**src/rtl/rtc_sec_pkg.sv**
```systemverilog
package rtc_sec_pkg;

   // word index (byte offset >> 2) of each register
   localparam logic [4:0] WI_SET_WR  = 5'd0;
   localparam logic [4:0] WI_SET_RD  = 5'd1;
   localparam logic [4:0] WI_CAL_WR  = 5'd2;
   localparam logic [4:0] WI_CAL_RD  = 5'd3;
   localparam logic [4:0] WI_CUR     = 5'd4;
   localparam logic [4:0] WI_TICK    = 5'd5;
   localparam logic [4:0] WI_ALARM   = 5'd6;
   localparam logic [4:0] WI_STS     = 5'd8;
   localparam logic [4:0] WI_MASK    = 5'd9;
   localparam logic [4:0] WI_IEN     = 5'd10;
   localparam logic [4:0] WI_IDIS    = 5'd11;
   localparam logic [4:0] WI_CTRL    = 5'd16;

   localparam int unsigned MIN_ADDR_W = 7;

   // interrupt sources, bit position in status/enable
   localparam int unsigned SRC_SEC   = 0;
   localparam int unsigned SRC_ALARM = 1;
   localparam int unsigned NUM_SRC   = 2;

   // stored-only control bits
   localparam int unsigned CTL_BATT_BIT = 31;
   localparam int unsigned CTL_OSC_BIT  = 24;

   typedef struct packed {
      logic set_time;
      logic calib;
      logic alarm;
      logic sts_clr;
      logic irq_on;
      logic irq_off;
      logic ctrl;
   } wr_strobe_t;

endpackage

```
**src/rtl/rtc_time_keeper.sv**
```systemverilog
module rtc_time_keeper #(
   parameter int unsigned TIME_W = 32
) (
   input  logic              clk,
   input  logic              rst_n,
   input  logic              sec_pulse,
   input  logic              load_wr,
   input  logic [TIME_W-1:0] load_val,
   output logic [TIME_W-1:0] cur_time,
   output logic [TIME_W-1:0] staged_time,
   output logic              staged_pend
);

   localparam logic [TIME_W-1:0] ONE = TIME_W'(1);

   if (TIME_W < 8 || TIME_W > 64) begin : g_bad_w
      $error("rtc_time_keeper: TIME_W out of range");
   end

   always_ff @(posedge clk or negedge rst_n) begin
      if (!rst_n) begin
         staged_time <= '0;
      end else if (load_wr) begin
         staged_time <= load_val;
      end
   end

   // a write in the same cycle as a pulse stays pending for the next pulse
   always_ff @(posedge clk or negedge rst_n) begin
      if (!rst_n) begin
         staged_pend <= 1'b0;
      end else if (load_wr) begin
         staged_pend <= 1'b1;
      end else if (sec_pulse) begin
         staged_pend <= 1'b0;
      end
   end

   always_ff @(posedge clk or negedge rst_n) begin
      if (!rst_n) begin
         cur_time <= '0;
      end else if (sec_pulse) begin
         if (staged_pend) begin
            cur_time <= staged_time;
         end else begin
            cur_time <= cur_time + ONE;
         end
      end
   end

   a_r2_hold_between_pulses: assert property (@(posedge clk) disable iff (!rst_n)
      !sec_pulse |=> $stable(cur_time));

   a_r2_count_up: assert property (@(posedge clk) disable iff (!rst_n)
      (sec_pulse && !staged_pend) |=> cur_time == $past(cur_time) + ONE);

   a_r3_load_on_boundary: assert property (@(posedge clk) disable iff (!rst_n)
      (sec_pulse && staged_pend) |=> cur_time == $past(staged_time));

endmodule

```
**src/rtl/rtc_irq_unit.sv**
```systemverilog
module rtc_irq_unit #(
   parameter int unsigned N_SRC = 2
) (
   input  logic             clk,
   input  logic             rst_n,
   input  logic [N_SRC-1:0] event_set,
   input  logic             sts_clr_wr,
   input  logic             en_on_wr,
   input  logic             en_off_wr,
   input  logic [N_SRC-1:0] wbits,
   output logic [N_SRC-1:0] status,
   output logic [N_SRC-1:0] enable,
   output logic [N_SRC-1:0] irq
);

   if (N_SRC < 1 || N_SRC > 32) begin : g_bad_n
      $error("rtc_irq_unit: N_SRC out of range");
   end

   for (genvar g = 0; g < N_SRC; g++) begin : g_src
      // event has priority over a same-cycle clear
      always_ff @(posedge clk or negedge rst_n) begin
         if (!rst_n) begin
            status[g] <= 1'b0;
         end else if (event_set[g]) begin
            status[g] <= 1'b1;
         end else if (sts_clr_wr && wbits[g]) begin
            status[g] <= 1'b0;
         end
      end

      always_ff @(posedge clk or negedge rst_n) begin
         if (!rst_n) begin
            enable[g] <= 1'b0;
         end else if (en_on_wr && wbits[g]) begin
            enable[g] <= 1'b1;
         end else if (en_off_wr && wbits[g]) begin
            enable[g] <= 1'b0;
         end
      end

      always_ff @(posedge clk or negedge rst_n) begin
         if (!rst_n) begin
            irq[g] <= 1'b0;
         end else begin
            irq[g] <= status[g] & enable[g];
         end
      end

      a_r4_event_sets_status: assert property (@(posedge clk) disable iff (!rst_n)
         event_set[g] |=> status[g]);

      a_r6_enable_on: assert property (@(posedge clk) disable iff (!rst_n)
         (en_on_wr && wbits[g]) |=> enable[g]);

      a_r7_irq_gated: assert property (@(posedge clk) disable iff (!rst_n)
         !(status[g] && enable[g]) |=> !irq[g]);
   end

endmodule

```
**src/rtl/rtc_reg_bank.sv**
```systemverilog
module rtc_reg_bank
   import rtc_sec_pkg::*;
#(
   parameter int unsigned ADDR_W   = 7,
   parameter int unsigned DATA_W   = 32,
   parameter int unsigned TIME_W   = 32,
   parameter int unsigned TICK_W   = 16,
   parameter int unsigned CAL_W    = 21,
   parameter int unsigned N_SRC    = 2,
   parameter logic [CAL_W-1:0] CAL_INIT = '0
) (
   input  logic              clk,
   input  logic              rst_n,
   input  logic              bus_wr,
   input  logic              bus_rd,
   input  logic [ADDR_W-1:0] bus_addr,
   input  logic [DATA_W-1:0] bus_wdata,
   input  logic [TIME_W-1:0] cur_time,
   input  logic [TIME_W-1:0] staged_time,
   input  logic [TICK_W-1:0] tick_cnt,
   input  logic [N_SRC-1:0]  status,
   input  logic [N_SRC-1:0]  enable,
   output wr_strobe_t        wr_stb,
   output logic [TIME_W-1:0] alarm_val,
   output logic              cal_load,
   output logic [CAL_W-1:0]  cal_value,
   output logic [DATA_W-1:0] bus_rdata
);

   localparam int unsigned IDX_W = ADDR_W - 2;
   localparam logic [DATA_W-1:0] CTL_KEEP =
      (DATA_W'(1) << CTL_BATT_BIT) | (DATA_W'(1) << CTL_OSC_BIT);

   if (ADDR_W < MIN_ADDR_W) begin : g_bad_addr
      $error("rtc_reg_bank: ADDR_W too small for the register map");
   end
   if (TIME_W > DATA_W || TICK_W > DATA_W || CAL_W > DATA_W || N_SRC > DATA_W) begin : g_bad_fit
      $error("rtc_reg_bank: field wider than data bus");
   end
   if (DATA_W <= CTL_BATT_BIT) begin : g_bad_data
      $error("rtc_reg_bank: DATA_W must hold the control bits");
   end

   logic [IDX_W-1:0]  idx;
   logic [DATA_W-1:0] ctrl_q;
   logic [DATA_W-1:0] rd_mux;

   assign idx = bus_addr[ADDR_W-1:2];

   function automatic logic hit(input logic [IDX_W-1:0] a, input logic [4:0] wi);
      return a == IDX_W'(wi);
   endfunction

   always_comb begin
      wr_stb          = '0;
      wr_stb.set_time = bus_wr && hit(idx, WI_SET_WR);
      wr_stb.calib    = bus_wr && hit(idx, WI_CAL_WR);
      wr_stb.alarm    = bus_wr && hit(idx, WI_ALARM);
      wr_stb.sts_clr  = bus_wr && hit(idx, WI_STS);
      wr_stb.irq_on   = bus_wr && hit(idx, WI_IEN);
      wr_stb.irq_off  = bus_wr && hit(idx, WI_IDIS);
      wr_stb.ctrl     = bus_wr && hit(idx, WI_CTRL);
   end

   always_ff @(posedge clk or negedge rst_n) begin
      if (!rst_n) begin
         alarm_val <= '1;
      end else if (wr_stb.alarm) begin
         alarm_val <= bus_wdata[TIME_W-1:0];
      end
   end

   always_ff @(posedge clk or negedge rst_n) begin
      if (!rst_n) begin
         cal_value <= CAL_INIT;
         cal_load  <= 1'b0;
      end else begin
         cal_load <= wr_stb.calib;
         if (wr_stb.calib) begin
            cal_value <= bus_wdata[CAL_W-1:0];
         end
      end
   end

   always_ff @(posedge clk or negedge rst_n) begin
      if (!rst_n) begin
         ctrl_q <= '0;
      end else if (wr_stb.ctrl) begin
         ctrl_q <= bus_wdata & CTL_KEEP;
      end
   end

   always_comb begin
      rd_mux = '0;
      if (hit(idx, WI_SET_RD))     rd_mux = DATA_W'(staged_time);
      else if (hit(idx, WI_CAL_RD)) rd_mux = DATA_W'(cal_value);
      else if (hit(idx, WI_CUR))    rd_mux = DATA_W'(cur_time);
      else if (hit(idx, WI_TICK))   rd_mux = DATA_W'(tick_cnt);
      else if (hit(idx, WI_ALARM))  rd_mux = DATA_W'(alarm_val);
      else if (hit(idx, WI_STS))    rd_mux = DATA_W'(status);
      else if (hit(idx, WI_MASK))   rd_mux = DATA_W'(enable);
      else if (hit(idx, WI_CTRL))   rd_mux = ctrl_q;
   end

   always_ff @(posedge clk or negedge rst_n) begin
      if (!rst_n) begin
         bus_rdata <= '0;
      end else if (bus_rd) begin
         bus_rdata <= rd_mux;
      end
   end

   a_r12_rdata_holds: assert property (@(posedge clk) disable iff (!rst_n)
      !bus_rd |=> $stable(bus_rdata));

   a_r8_cal_pulse: assert property (@(posedge clk) disable iff (!rst_n)
      cal_load |=> $stable(cal_value));

   a_r10_ctrl_only_kept_bits: assert property (@(posedge clk) disable iff (!rst_n)
      (ctrl_q & ~CTL_KEEP) == '0);

endmodule

```
**src/rtl/rtc_seconds_core.sv**
```systemverilog
module rtc_seconds_core
   import rtc_sec_pkg::*;
#(
   parameter int unsigned ADDR_W = 7,
   parameter int unsigned DATA_W = 32,
   parameter int unsigned TIME_W = 32,
   parameter int unsigned TICK_W = 16,
   parameter int unsigned CAL_W  = 21,
   parameter logic [CAL_W-1:0] CAL_INIT = '0
) (
   input  logic              clk,
   input  logic              rst_n,
   input  logic              sec_pulse,
   input  logic [TICK_W-1:0] tick_cnt,
   input  logic              bus_wr,
   input  logic              bus_rd,
   input  logic [ADDR_W-1:0] bus_addr,
   input  logic [DATA_W-1:0] bus_wdata,
   output logic [DATA_W-1:0] bus_rdata,
   output logic              cal_load,
   output logic [CAL_W-1:0]  cal_value,
   output logic              irq_sec,
   output logic              irq_alarm
);

   wr_strobe_t         wr_stb;
   logic [TIME_W-1:0]  cur_time;
   logic [TIME_W-1:0]  staged_time;
   logic               staged_pend;
   logic [TIME_W-1:0]  alarm_val;
   logic               alarm_hit;
   logic [NUM_SRC-1:0] ev_set;
   logic [NUM_SRC-1:0] sts;
   logic [NUM_SRC-1:0] ena;
   logic [NUM_SRC-1:0] irq_vec;

   rtc_time_keeper #(.TIME_W(TIME_W)) u_time (
      .clk         (clk),
      .rst_n       (rst_n),
      .sec_pulse   (sec_pulse),
      .load_wr     (wr_stb.set_time),
      .load_val    (bus_wdata[TIME_W-1:0]),
      .cur_time    (cur_time),
      .staged_time (staged_time),
      .staged_pend (staged_pend)
   );

   assign alarm_hit          = (cur_time == alarm_val);
   assign ev_set[SRC_SEC]    = sec_pulse;
   assign ev_set[SRC_ALARM]  = alarm_hit;

   rtc_irq_unit #(.N_SRC(NUM_SRC)) u_irq (
      .clk        (clk),
      .rst_n      (rst_n),
      .event_set  (ev_set),
      .sts_clr_wr (wr_stb.sts_clr),
      .en_on_wr   (wr_stb.irq_on),
      .en_off_wr  (wr_stb.irq_off),
      .wbits      (bus_wdata[NUM_SRC-1:0]),
      .status     (sts),
      .enable     (ena),
      .irq        (irq_vec)
   );

   rtc_reg_bank #(
      .ADDR_W   (ADDR_W),
      .DATA_W   (DATA_W),
      .TIME_W   (TIME_W),
      .TICK_W   (TICK_W),
      .CAL_W    (CAL_W),
      .N_SRC    (NUM_SRC),
      .CAL_INIT (CAL_INIT)
   ) u_regs (
      .clk         (clk),
      .rst_n       (rst_n),
      .bus_wr      (bus_wr),
      .bus_rd      (bus_rd),
      .bus_addr    (bus_addr),
      .bus_wdata   (bus_wdata),
      .cur_time    (cur_time),
      .staged_time (staged_time),
      .tick_cnt    (tick_cnt),
      .status      (sts),
      .enable      (ena),
      .wr_stb      (wr_stb),
      .alarm_val   (alarm_val),
      .cal_load    (cal_load),
      .cal_value   (cal_value),
      .bus_rdata   (bus_rdata)
   );

   assign irq_sec   = irq_vec[SRC_SEC];
   assign irq_alarm = irq_vec[SRC_ALARM];

   a_r5_match_sets_alarm: assert property (@(posedge clk) disable iff (!rst_n)
      alarm_hit |=> sts[SRC_ALARM]);

   a_r3_staged_survives_no_pulse: assert property (@(posedge clk) disable iff (!rst_n)
      (staged_pend && !sec_pulse) |=> staged_pend);

endmodule

```
**config.mk**
```make
export PLATFORM = sky130hd
export DESIGN_NAME = rtc_seconds_core
export DESIGN_NICKNAME = d
export VERILOG_FILES = /design/src/rtl/rtc_sec_pkg.sv /design/src/rtl/rtc_time_keeper.sv /design/src/rtl/rtc_irq_unit.sv /design/src/rtl/rtc_reg_bank.sv /design/src/rtl/rtc_seconds_core.sv
export SDC_FILE = /design/constraint.sdc
export NUM_CORES = 1
export LEC_CHECK = 0
export ABC_AREA = 1
export CAP_MARGIN = 20
export CORE_MARGIN = 3
export CORE_UTILIZATION = 40
export CTS_CLUSTER_SIZE = 20
export DETAILED_ROUTE_END_ITERATION = 6
export PLACE_DENSITY = 0.71
export SYNTH_ARGS = -nofsm -noshare
export SYNTH_HDL_FRONTEND = slang
export SYNTH_SLANG_ARGS = --single-unit
```
**constraint.sdc**
```tcl
create_clock -name clk -period 1.8 [get_ports clk]
set_clock_uncertainty 0.2 [all_clocks]
set_input_delay 0.18 -clock clk [delete_from_list [all_inputs] [get_ports clk]]
set_output_delay 0.18 -clock clk [all_outputs]
set_load 0.02 [all_outputs]
```
==> reports/metrics.yaml <==
cts_buffer_depth: 2
pre_cts_ws_ns: -0.224
totalPowerFinal_mw: 11.7
yosysTopAreaCell: "dfrtp_1"
hold_class: "input pin to async pin"
synth.most_common_cell: "nand2_1"
dieArea_sq_um: 23300
synth-seq-cells: 159
path_class: "register to output port"
setup_ws_ns: 0.0380
setup_viol: 0
crit_path_end_kind: "output port"
synth_area_per_cell_sq_um: 7.05
synth_flop_cell: "dfrtp_1"
via_per_inst: 5.01
final_area_sq_um: 11400
p_leak_nw: 5.51
rsz0062_at_grt: "true"
htreeDepth: 4
crit_buf_inv: 1
dr_total_vias: 8386
drtPass1Iterations: 5
clk_pin_slew_ns: 0.06
die_y_um: 153
cp_max_fo: 2
critPathMaxStageDelay_ns: 0.61
drc: 0
rows: 53
path_cells: "clkdlybuf4s50_1"
die_w_um: 153
drv_slew: 0
crit_family: "buffers and inverters"
yosys-top-cells-count: "413 x nand2_1, 169 x nor2_1, 127 x dfrtp_1, 116 x inv_1, 86 x o21ai_1"
slew_headroom_pct: 61.6
wire_per_inst_um: 14.9
grt_pass1_vias: 8139
drive_gt1_share_pct: 14.3
r2r_slack_ns: 0.05
timing.final.crit_share_pct: 97.9
grt_pass1_wl_um: 41500
crit_arrival_ns: 1.38
r2r_cells: 10
holdWs_ns: 0.0100
ir_worst_vdd_mv: 0.605
dpl_cell_area_sq_um: 10600
antenna_found_initial: 0
n_fill_cell: 2038
synth_cell_type_count: 28
area_delta_synth_final_pct: 32.1
io_buffers: 113
core_area_sq_um: 21100
drv_cap: 0
io_pins: 116
synth.top_cells.by_area: "dfrtp_1 37%, nand2_1 18%, dfstp_2 9.8%"
tns_ns: 0
use_met1_pct: 29.6
gp_congestion: 0.925
cts_made_buffers: 17
met2_usage_pct: 35.6
crit_path_top_delay_cell: "clkdlybuf4s50_1"
multi_input_area_sq_um: 4000
powerDensity_nw_per_um2: 1030
postSynth.asyncResetShare_pct: 100
synth.net_count: 1283
synth-edff-count: 0
grt_usage_pct: 21.5
use_met3_pct: 3.32
ant_nets: 0
drt_iter0_markers: 662
clock-sinks: 159
diodes: 0
synthesis.area_sq_um: 8620
period_needed_ns: 1.76
critPathRequiredTime_ns: 1.42
synthCells: 1222
cts_root_buf: "clkbuf_16"
path_depth: 1
start_util_pct: 40.9
place_hpwl_um: 18600
status: "complete, no violations"
worst_pin_slew_ns: 0.575
clk-insertion-delay-late_ns: 0.43
final-hold-violation-count: 0
top_usage_layer: "met2"
yosysTopAreaCellShare_pct: 36.9
ys_warn_count: 0
cp-start-kind: "register"
cts_tree: "yes"
ys_seq_area_share_pct: 46.6
gr-total-overflow: 0
finalNetCount: 1448
fmax_mhz: 568
final-seq-area_sq_um: 4020
grt_max_degree: 41
wirelength_um: 25000
state kept, by name, indices dropped and copies added (netlist names):
register / flops
u_irq.enable: 2
u_irq.irq: 2
u_irq.status: 2
u_regs.alarm_val: 32
u_regs.bus_rdata: 32
u_regs.cal_load: 1
u_regs.cal_value: 21
u_regs.ctrl_q: 2
u_time.cur_time: 32
u_time.staged_pend: 1
u_time.staged_time: 32
stage by stage:
stage / utilization [%] / instances
final: 54.0 / 1675
after global routing: 54.0 / 1675
after CTS: 53.2 / 1670
after detailed placement: 50.4 / 1637
after global placement: 50.4 / 1637
after floorplan: - / 1222
power by group:
part	leakage, nW	internal [mW]	switching (mW)
registers	1.96	4.32	0.621
logic	3.27	1.36	1.71
clock network	0.279	2.23	1.50
total	5.51	7.91	3.84
placed cells by master (no fill, tap or decap), types with 3 or more instances in the layout:
master and instances:
o31ai_1 3, nor2_4 10, dlygate4sd2_1 31, nand3_1 80, bufinv_16 3, a21oi_1 22
or2_2 4, nand2_4 3, nand4_1 9, o21ai_1 88, dfrtp_1 123, buf_4 61
o21ai_0 47, o22ai_1 12, dfrtp_2 4, nor2_2 10, clkdlybuf4s50_1 69, dlymetal6s2s_1 11
clkbuf_16 17, clkinvlp_4 5, dfstp_2 32, nand2_2 11, nor2_1 158, inv_1 114
xnor2_1 14, nor3_1 6, inv_2 10, buf_12 17, nand2_1 407
logic make-up after synthesis:
kind of cell	count (synthesis)	synth area share (%)
buf+inv	172	8.13
compound gates	176	10.6
xor+xnor	14	1.42
fa+ha+maj	1	0.145
flops	159	46.6
simple gates	700	33.1
final cells by class:
type,count,area share [%]
sequential,159,35.4
multi-input combinational,891,35.1
clock buffer,20,3.92
tap,275,3.02
clock inverter,12,1.40
timing repair buffer,193,17.0
inverter,125,4.14
worst paths after layout:
path | from | endpoint
setup / recovery | u_regs.bus_rdata[1] | bus_rdata[1]
hold / removal | rst_n | u_time.staged_time[27]
setup reg to reg | u_time.cur_time[6] | u_time.cur_time[29]
hold reg to reg | u_regs.bus_rdata[18] | u_regs.bus_rdata[18]
max in group asynchronous | rst_n | u_regs.alarm_val[2]
min in group clk | bus_rd | u_regs.bus_rdata[2]
routing by layer:
metal	share of wire (%)	vias up
li1	-	4183
met1	47	3955
met2	48	213
met3	3.9	35
met4	1.6	0
met5	0	-
repair_timing:
action | in CTS | in global routing
hold buffers | 1 | 0
resized for setup | 34 | 44
pin swaps | 0 | 8
setup buffers | 0 | 5
endpoints found under the setup margin | 37 | 33
endpoints found under the hold margin | 155 | 0
No activity file was read; power rests on OpenSTA's default activity.
